**src/rtl/cap_pkg.sv**
```systemverilog
package cap_pkg;

  typedef logic [1:0] pair_t;  // bit 0 rise, bit 1 fall

  typedef struct packed {
    logic fall;
    logic rise;
  } edge_t;

  // Edge classification of the polarity-adjusted level against its last value.
  function automatic edge_t classify(input logic now_lvl, input logic last_lvl);
    edge_t e;
    e.rise = now_lvl & ~last_lvl;
    e.fall = ~now_lvl & last_lvl;
    return e;
  endfunction

  // Sticky flag pair: set has priority over write-one-to-clear.
  function automatic pair_t w1c_next(input pair_t cur, input pair_t clr, input pair_t set);
    return (cur & ~clr) | set;
  endfunction

  function automatic int rise_idx(input int ch);
    return 2 * ch;
  endfunction

  function automatic int fall_idx(input int ch);
    return 2 * ch + 1;
  endfunction

endpackage

```
**src/rtl/cap_sync.sv**
```systemverilog
module cap_sync
  import cap_pkg::*;
#(
  parameter int STAGES = 2
) (
  input  logic clk,
  input  logic rst_n,
  input  logic pin,
  input  logic inv,
  output logic rise_evt,
  output logic fall_evt
);

  logic [STAGES-1:0] shreg;
  logic              lvl;
  logic              lvl_q;
  edge_t             evt;

  generate
    if (STAGES == 1) begin : g_one
      always_ff @(posedge clk) begin
        if (!rst_n) shreg <= '0;
        else        shreg <= pin;
      end
    end else begin : g_many
      always_ff @(posedge clk) begin
        if (!rst_n) shreg <= '0;
        else        shreg <= {shreg[STAGES-2:0], pin};
      end
    end
  endgenerate

  assign lvl = shreg[STAGES-1] ^ inv;

  always_ff @(posedge clk) begin
    if (!rst_n) lvl_q <= 1'b0;
    else        lvl_q <= lvl;
  end

  assign evt      = classify(lvl, lvl_q);
  assign rise_evt = evt.rise;
  assign fall_evt = evt.fall;

endmodule

```
**src/rtl/cap_timebase.sv**
```systemverilog
module cap_timebase #(
  parameter int CNT_W = 16
) (
  input  logic             clk,
  input  logic             rst_n,
  input  logic             en,
  input  logic             tick,
  output logic [CNT_W-1:0] cnt
);

  localparam logic [CNT_W-1:0] ONE = CNT_W'(1);

  function automatic logic [CNT_W-1:0] next_cnt(input logic on, input logic adv,
                                                 input logic [CNT_W-1:0] cur);
    if (!on)      return '0;
    else if (adv) return cur + ONE;
    else          return cur;
  endfunction

  always_ff @(posedge clk) begin
    if (!rst_n) cnt <= '0;
    else        cnt <= next_cnt(en, tick, cnt);
  end

endmodule

```
**src/rtl/cap_channel.sv**
```systemverilog
module cap_channel
  import cap_pkg::*;
#(
  parameter int CNT_W  = 16,
  parameter int STAGES = 2
) (
  input  logic             clk,
  input  logic             rst_n,
  input  logic             en,
  input  logic             pin,
  input  logic             inv,
  input  logic             tick,
  input  pair_t            stat_clr,
  input  pair_t            ld_clr,
  output logic [CNT_W-1:0] cnt,
  output logic [CNT_W-1:0] rise_q,
  output logic [CNT_W-1:0] fall_q,
  output pair_t            ld_q,
  output pair_t            stat_q,
  output logic             rise_evt,
  output logic             fall_evt
);

  logic  rise_hit;
  logic  fall_hit;
  pair_t hits;

  cap_sync #(.STAGES(STAGES)) u_sync (
    .clk      (clk),
    .rst_n    (rst_n),
    .pin      (pin),
    .inv      (inv),
    .rise_evt (rise_evt),
    .fall_evt (fall_evt)
  );

  cap_timebase #(.CNT_W(CNT_W)) u_tb (
    .clk   (clk),
    .rst_n (rst_n),
    .en    (en),
    .tick  (tick),
    .cnt   (cnt)
  );

  assign rise_hit = en & rise_evt;
  assign fall_hit = en & fall_evt;
  assign hits     = {fall_hit, rise_hit};

  always_ff @(posedge clk) begin
    if (!rst_n) begin
      rise_q <= '0;
      fall_q <= '0;
      ld_q   <= '0;
      stat_q <= '0;
    end else begin
      if (rise_hit) rise_q <= cnt;
      if (fall_hit) fall_q <= cnt;
      ld_q   <= w1c_next(ld_q, ld_clr, hits);
      stat_q <= w1c_next(stat_q, stat_clr, hits);
    end
  end

endmodule

```
**src/rtl/cap_unit.sv**
```systemverilog
module cap_unit
  import cap_pkg::*;
#(
  parameter int NCH    = 2,
  parameter int CNT_W  = 16,
  parameter int STAGES = 2
) (
  input  logic               clk,
  input  logic               rst_n,
  input  logic [NCH-1:0]     cap_en,
  input  logic [NCH-1:0]     cap_pin,
  input  logic [NCH-1:0]     inv_pin,
  input  logic               tick,
  input  logic [2*NCH-1:0]   irq_en,
  input  logic [2*NCH-1:0]   stat_clr,
  input  logic [2*NCH-1:0]   ld_clr,
  output logic [NCH*CNT_W-1:0] cap_cnt,
  output logic [NCH*CNT_W-1:0] rise_cap,
  output logic [NCH*CNT_W-1:0] fall_cap,
  output logic [2*NCH-1:0]   loaded,
  output logic [2*NCH-1:0]   irq_stat,
  output logic               irq
);

  logic [NCH-1:0] rise_evt;
  logic [NCH-1:0] fall_evt;

  generate
    for (genvar c = 0; c < NCH; c++) begin : g_ch
      localparam int RB = rise_idx(c);
      localparam int FB = fall_idx(c);
      pair_t s_clr, l_clr, l_q, s_q;

      assign s_clr = {stat_clr[FB], stat_clr[RB]};
      assign l_clr = {ld_clr[FB], ld_clr[RB]};

      cap_channel #(.CNT_W(CNT_W), .STAGES(STAGES)) u_ch (
        .clk      (clk),
        .rst_n    (rst_n),
        .en       (cap_en[c]),
        .pin      (cap_pin[c]),
        .inv      (inv_pin[c]),
        .tick     (tick),
        .stat_clr (s_clr),
        .ld_clr   (l_clr),
        .cnt      (cap_cnt[c*CNT_W +: CNT_W]),
        .rise_q   (rise_cap[c*CNT_W +: CNT_W]),
        .fall_q   (fall_cap[c*CNT_W +: CNT_W]),
        .ld_q     (l_q),
        .stat_q   (s_q),
        .rise_evt (rise_evt[c]),
        .fall_evt (fall_evt[c])
      );

      assign loaded[RB]   = l_q[0];
      assign loaded[FB]   = l_q[1];
      assign irq_stat[RB] = s_q[0];
      assign irq_stat[FB] = s_q[1];
    end
  endgenerate

  assign irq = |(irq_stat & irq_en);

endmodule

```
**config.mk**
```make
export PLATFORM = sky130hd
export DESIGN_NAME = cap_unit
export DESIGN_NICKNAME = d
export VERILOG_FILES = /design/src/rtl/cap_pkg.sv /design/src/rtl/cap_sync.sv /design/src/rtl/cap_timebase.sv /design/src/rtl/cap_channel.sv /design/src/rtl/cap_unit.sv
export SDC_FILE = /design/constraint.sdc
export NUM_CORES = 1
export LEC_CHECK = 0
export BUFFER_PORTS_ARGS = -buffer_cell sky130_fd_sc_hd__buf_2
export CAP_MARGIN = 20
export CORE_MARGIN = 8
export CORE_UTILIZATION = 32
export CTS_BUF_LIST = sky130_fd_sc_hd__clkbuf_4 sky130_fd_sc_hd__clkbuf_8 sky130_fd_sc_hd__clkbuf_16
export CTS_CLUSTER_DIAMETER = 60
export DETAILED_ROUTE_END_ITERATION = 16
export MAX_ROUTING_LAYER = met4
export PLACE_DENSITY = 0.56
export SLEW_MARGIN = 20
export SYNTH_ARGS = -nofsm -noshare
export SYNTH_HDL_FRONTEND = slang
export SYNTH_SLANG_ARGS = --single-unit
```
**constraint.sdc**
```tcl
create_clock -name clk -period 4.7 [get_ports clk]
set_input_delay 0.705 -clock clk [delete_from_list [all_inputs] [get_ports clk]]
set_output_delay 0.705 -clock clk [all_outputs]
set_load 0.01 [all_outputs]
```
== After elaboration in Yosys (flattened, before gate mapping) ==
Cells that the tools add are included.
Storage, ports and cells
  bits in registers: 110
  bits in latches: 0
  memory bits (writable): 0
  ROM bits: 0
  bits of input ports: 21
  output and inout port bits: 105
  logic and storage cells: 46
  memories kept: 0
Operators by class
  $add $sub $neg: 2
  multipliers: 0
  div/mod/pow operators: 0
  magnitude comparators: 0
  equality and inequality tests: 0
  shifts and indexed selects: 0
  mux-type cells: 0
  bitwise operators: 27
  reductions and logical operators: 3
Operator list (count)
  $add 16x1->16 const B: 2
  $and 1x1->1: 8
  $and 2x2->2: 4
  $not 2->2: 4
  $or 2x2->2: 4
  $and 4x4->4: 1
  $not 1->1: 4
  $reduce_and 2->1: 2
  $reduce_or 4->1: 1
  $xor 1x1->1: 2

== Depth between registers and ports, before layout ==
  depth after elaboration: 5
  gate-level depth with buffers: 5
  gate-level depth less buffers: 4

== By module ==
A second synthesis with hierarchy kept.
Second synthesis, totals
  cell total of the unflattened synthesis: 517
  area total of the unflattened synthesis: 4713.3 sq um
Modules (own cells, without submodules)
  cap_channel: instances 2, cells an instance 162, area each 1493.9 sq um, sequential area each 720.7 sq um
  cap_timebase: instances 2, cells an instance 86, area each 755.7 sq um, sequential area each 320.3 sq um
  cap_sync: instances 2, cells an instance 9, area each 97.6 sq um, sequential area each 60.1 sq um
  cap_unit: instances 1, cells an instance 3, area each 18.8 sq um, sequential area each 0.0 sq um

== Worst setup path after synthesis ==
Ideal clock, no wire load.
  path type: in2out
  start: in irq_en[0]
  end: out irq
  arrival: 0.969 ns
  data required time: 3.995 ns
  slack: 3.026 ns
  stages on the path: 2
  path buffers: 0
  path through: a22oi_1 nand2_1
On the way
  longest elaborated chain between the ends: 2
Ends and longest elaborated chain
  from (decl): line cap_unit.sv:14  | input logic [2*NCH-1:0] irq_en,
  $and 4x4->4: line cap_unit.sv:62  | assign irq = |(irq_stat & irq_en);
  $reduce_or 4->1: line cap_unit.sv:62
  to (decl): line cap_unit.sv:22  | output logic irq
No other way between the ends.

== Worst setup path in the final report ==
  start: in irq_en[1]
  end: out irq
Same word-level chain as after synthesis.

==> flow_metrics.env <==
export IMPL_holdWs_ns=0.434
export IMPL_drv_slew=0
export IMPL_cts_tree="done"
export IMPL_fin_setup_tns_ns=0
export IMPL_dp_cells=789
export IMPL_die_area_sq_um=18700
export IMPL_numCtsBuffers=9
export IMPL_seq_area_frac_synth_pct=47.1
export IMPL_worst_pin_slew_ns=0.901
export IMPL_syn_area_per_cell_sq_um=8.98
export IMPL_drive_gt1_share_pct=24.8
export IMPL_ioPinCount=126
export IMPL_root_buffer="clkbuf_16"
export IMPL_dr_pass1_iters=5
export IMPL_rsz0062_at_grt="no"
export IMPL_syn_inst=521
export IMPL_crit_required_ns=3.99
export IMPL_grt_usage_pct=15.6
export IMPL_crit_fanout=1
export IMPL_clock_fmax_mhz=488
export IMPL_hold_end="g_ch[1].u_ch.u_sync.shreg[1]"
export IMPL_reg2regPathDepth=4
export IMPL_fp_row_count=44
export IMPL_postRouteAntennaNets=0
export IMPL_wirelength_mm=14.1
export IMPL_hold_depth=1
export IMPL_cp_common_cell="buf_2"
export IMPL_gp_congestion=0.792
export IMPL_syn2layout_area_growth_pct=21.8
export IMPL_cp_end_kind="output port"
export IMPL_synth_top_area_share_pct=47.1
export IMPL_fp_coreArea_sq_um=14400
export IMPL_die_y_um=137
export IMPL_clk_latency_ns=0.36
export IMPL_hp_class="reg2reg"
export IMPL_drt_iter0_drc=291
export IMPL_synthTopCellsByArea="dfxtp_1 (47%), a21boi_0 (10%), nand3_1 (7.3%), o21ai_0 (7.3%), mux2i_1 (2.6%)"
export IMPL_critPathTopFamily="compound AO/OA/AOI/OAI gates"
export IMPL_clk_pin_slew_ns=0.06
export IMPL_hold_start="g_ch[1].u_ch.u_sync.shreg[0]"
export IMPL_synth_largest_area_cell="dfxtp_1"
export IMPL_route_detailed_drc=0
export IMPL_setup_viol=0
export IMPL_crit_path_max_incr_delay_ns=0.32
export IMPL_final_cells=804
export IMPL_startpoint="irq_en[1]"
export IMPL_grt_ovfl_total=0
export IMPL_cts_htree_levels=3
export IMPL_run_status="completed"
export IMPL_port_buffer_count=125
export IMPL_worstPathCellList="buf_2, a22oi_1, nand2_1, buf_2"
export IMPL_rrSetupSlack_ns=2.92
export IMPL_netlist_area_sq_um=4680
export IMPL_start_util_pct=32.4
export IMPL_p_leak_nw=2.19
export IMPL_skew_ns=0.0145
export IMPL_hold_violations=0
export IMPL_period_minus_slack_ns=2.05
export IMPL_viasPerCell=5.31
export IMPL_period_share_pct=43.6
export IMPL_synth_cell_types=31
export IMPL_peakVddDrop_mv=0.218
export IMPL_post_cts_resized=0
export IMPL_antenna_found_initial=0
export IMPL_clock_path_buffers=2
export IMPL_final_cell_mix="buf_2 (125), dfxtp_1 (110), nand3_1 (68), o21ai_0 (68), a21boi_0 (63)"
export IMPL_fin_util_pct=39.5
export IMPL_synth_fp_nets=544
export IMPL_startpoint_type="input pin"
export IMPL_diodes=0
export IMPL_synth_seq_cells=110
export IMPL_grt_pass1_wl_mm=22.5
export IMPL_path_class="in2out"
export IMPL_slew_headroom_pct=39.9
export IMPL_clkSinkCount=110
export IMPL_num_nets_final=639
export IMPL_layout_commonest_cell="buf_2"
export IMPL_cts_setup_buffers=0
export IMPL_dpl_instance_area_sq_um=5370
export IMPL_r2r_end="g_ch[1].u_ch.u_tb.cnt[10]"
export IMPL_detail_route_wl_per_cell_um=17.6
export IMPL_critPathBufInv=2
export IMPL_cpMaxStageDelayCell="a22oi_1"
export IMPL_grt_max_degree=56
export IMPL_reg2reg_from="g_ch[1].u_ch.u_tb.cnt[0]"
export IMPL_design_area_sq_um=5700
export IMPL_grt_pass1_vias=4250
export IMPL_p_per_area_nw_per_um2=335
export IMPL_die_w_um=137
export IMPL_dp_hpwl_mm=9.67
export IMPL_dr_total_vias=4268
export IMPL_maxCapViolCount=0
export IMPL_crit_arrival_ns=1.34
export IMPL_yosys_warnings=0
export IMPL_cts_hold_buf=0
power breakdown:
group          switching [mW]  internal, mW
Clock                   0.351         0.490
Sequential            0.00755         0.939
Combinational          0.0848        0.0360
Total                   0.443          1.47
worst max-delay path by stage:
stage                          endpoint  cells past startpoint
2_1_floorplan                       irq                      2
3_3_place_gp     g_ch[0].u_ch.stat_q[0]                      4
3_5_place_dp   g_ch[0].u_ch.u_tb.cnt[7]                      3
4_1_cts                             irq                      4
5_1_grt                             irq                      4
6_report                            irq                      4
cell usage after synthesis:
master and count:
nand3_1 68, a21boi_0 63, a21oi_1 12, nand4_4 2
buf_2 15, xnor2_1 4, o31ai_1 8, nand3_2 2
nor2b_1 6, clkbuf_1 24, nor2_1 12, or3_1 4
nand2_1 25, o21ai_0 68, nor4_1 10, o21a_1 4
nand2b_1 16, xor2_2 2, a22oi_1 2, inv_1 4
dfxtp_1 110, clkbuf_2 2, a21boi_1 5, ha_1 2
buf_4 1, and2_1 10, xor2_1 6, buf_6 4
mux2i_1 12, nand4_1 10, or4_1 8
metrics by stage:
step | worst slack, ns | power [mW]
global route | 2.52 | 1.99
global placement | 2.32 | 1.09
CTS | 2.52 | 1.93
finish | 2.65 | 1.91
detailed placement | 2.46 | 1.09
floorplan | 3.03 | 1.05
logic make-up after synthesis:
group | share of synthesized area (%)
flops | 47.1
fa+ha+maj | 0.535
simple gates | 20.4
xor+xnor | 2.57
mux | 2.57
compound gates | 21.7
buf+inv | 5.19
registers in the layout, summed over array words and instances, names as in the netlist:
name,flops
g_ch.u_ch.u_sync.lvl_q,2
g_ch.u_ch.fall_q,32
g_ch.u_ch.ld_q,4
g_ch.u_ch.stat_q,4
g_ch.u_ch.u_sync.shreg,4
g_ch.u_ch.rise_q,32
g_ch.u_ch.u_tb.cnt,32
layer usage:
metal / routed length (um) / track usage, %
met1: 6240 / 18.6
met3: 822 / 3.89
met5: 0 / -
met2: 6850 / 25.4
met4: 199 / 5.19
layout make-up:
| cell class | count | area, sq um |
|---|---|---|
| multi-input combinational | 361 | 2260 |
| timing repair buffer | 130 | 663 |
| clock inverter | 4 | 80.1 |
| fill | 1471 | 8720 |
| clock buffer | 11 | 246 |
| inverter | 4 | 15.0 |
| sequential | 110 | 2200 |
| tap | 184 | 230 |
(Power assumes the default switching activity.)
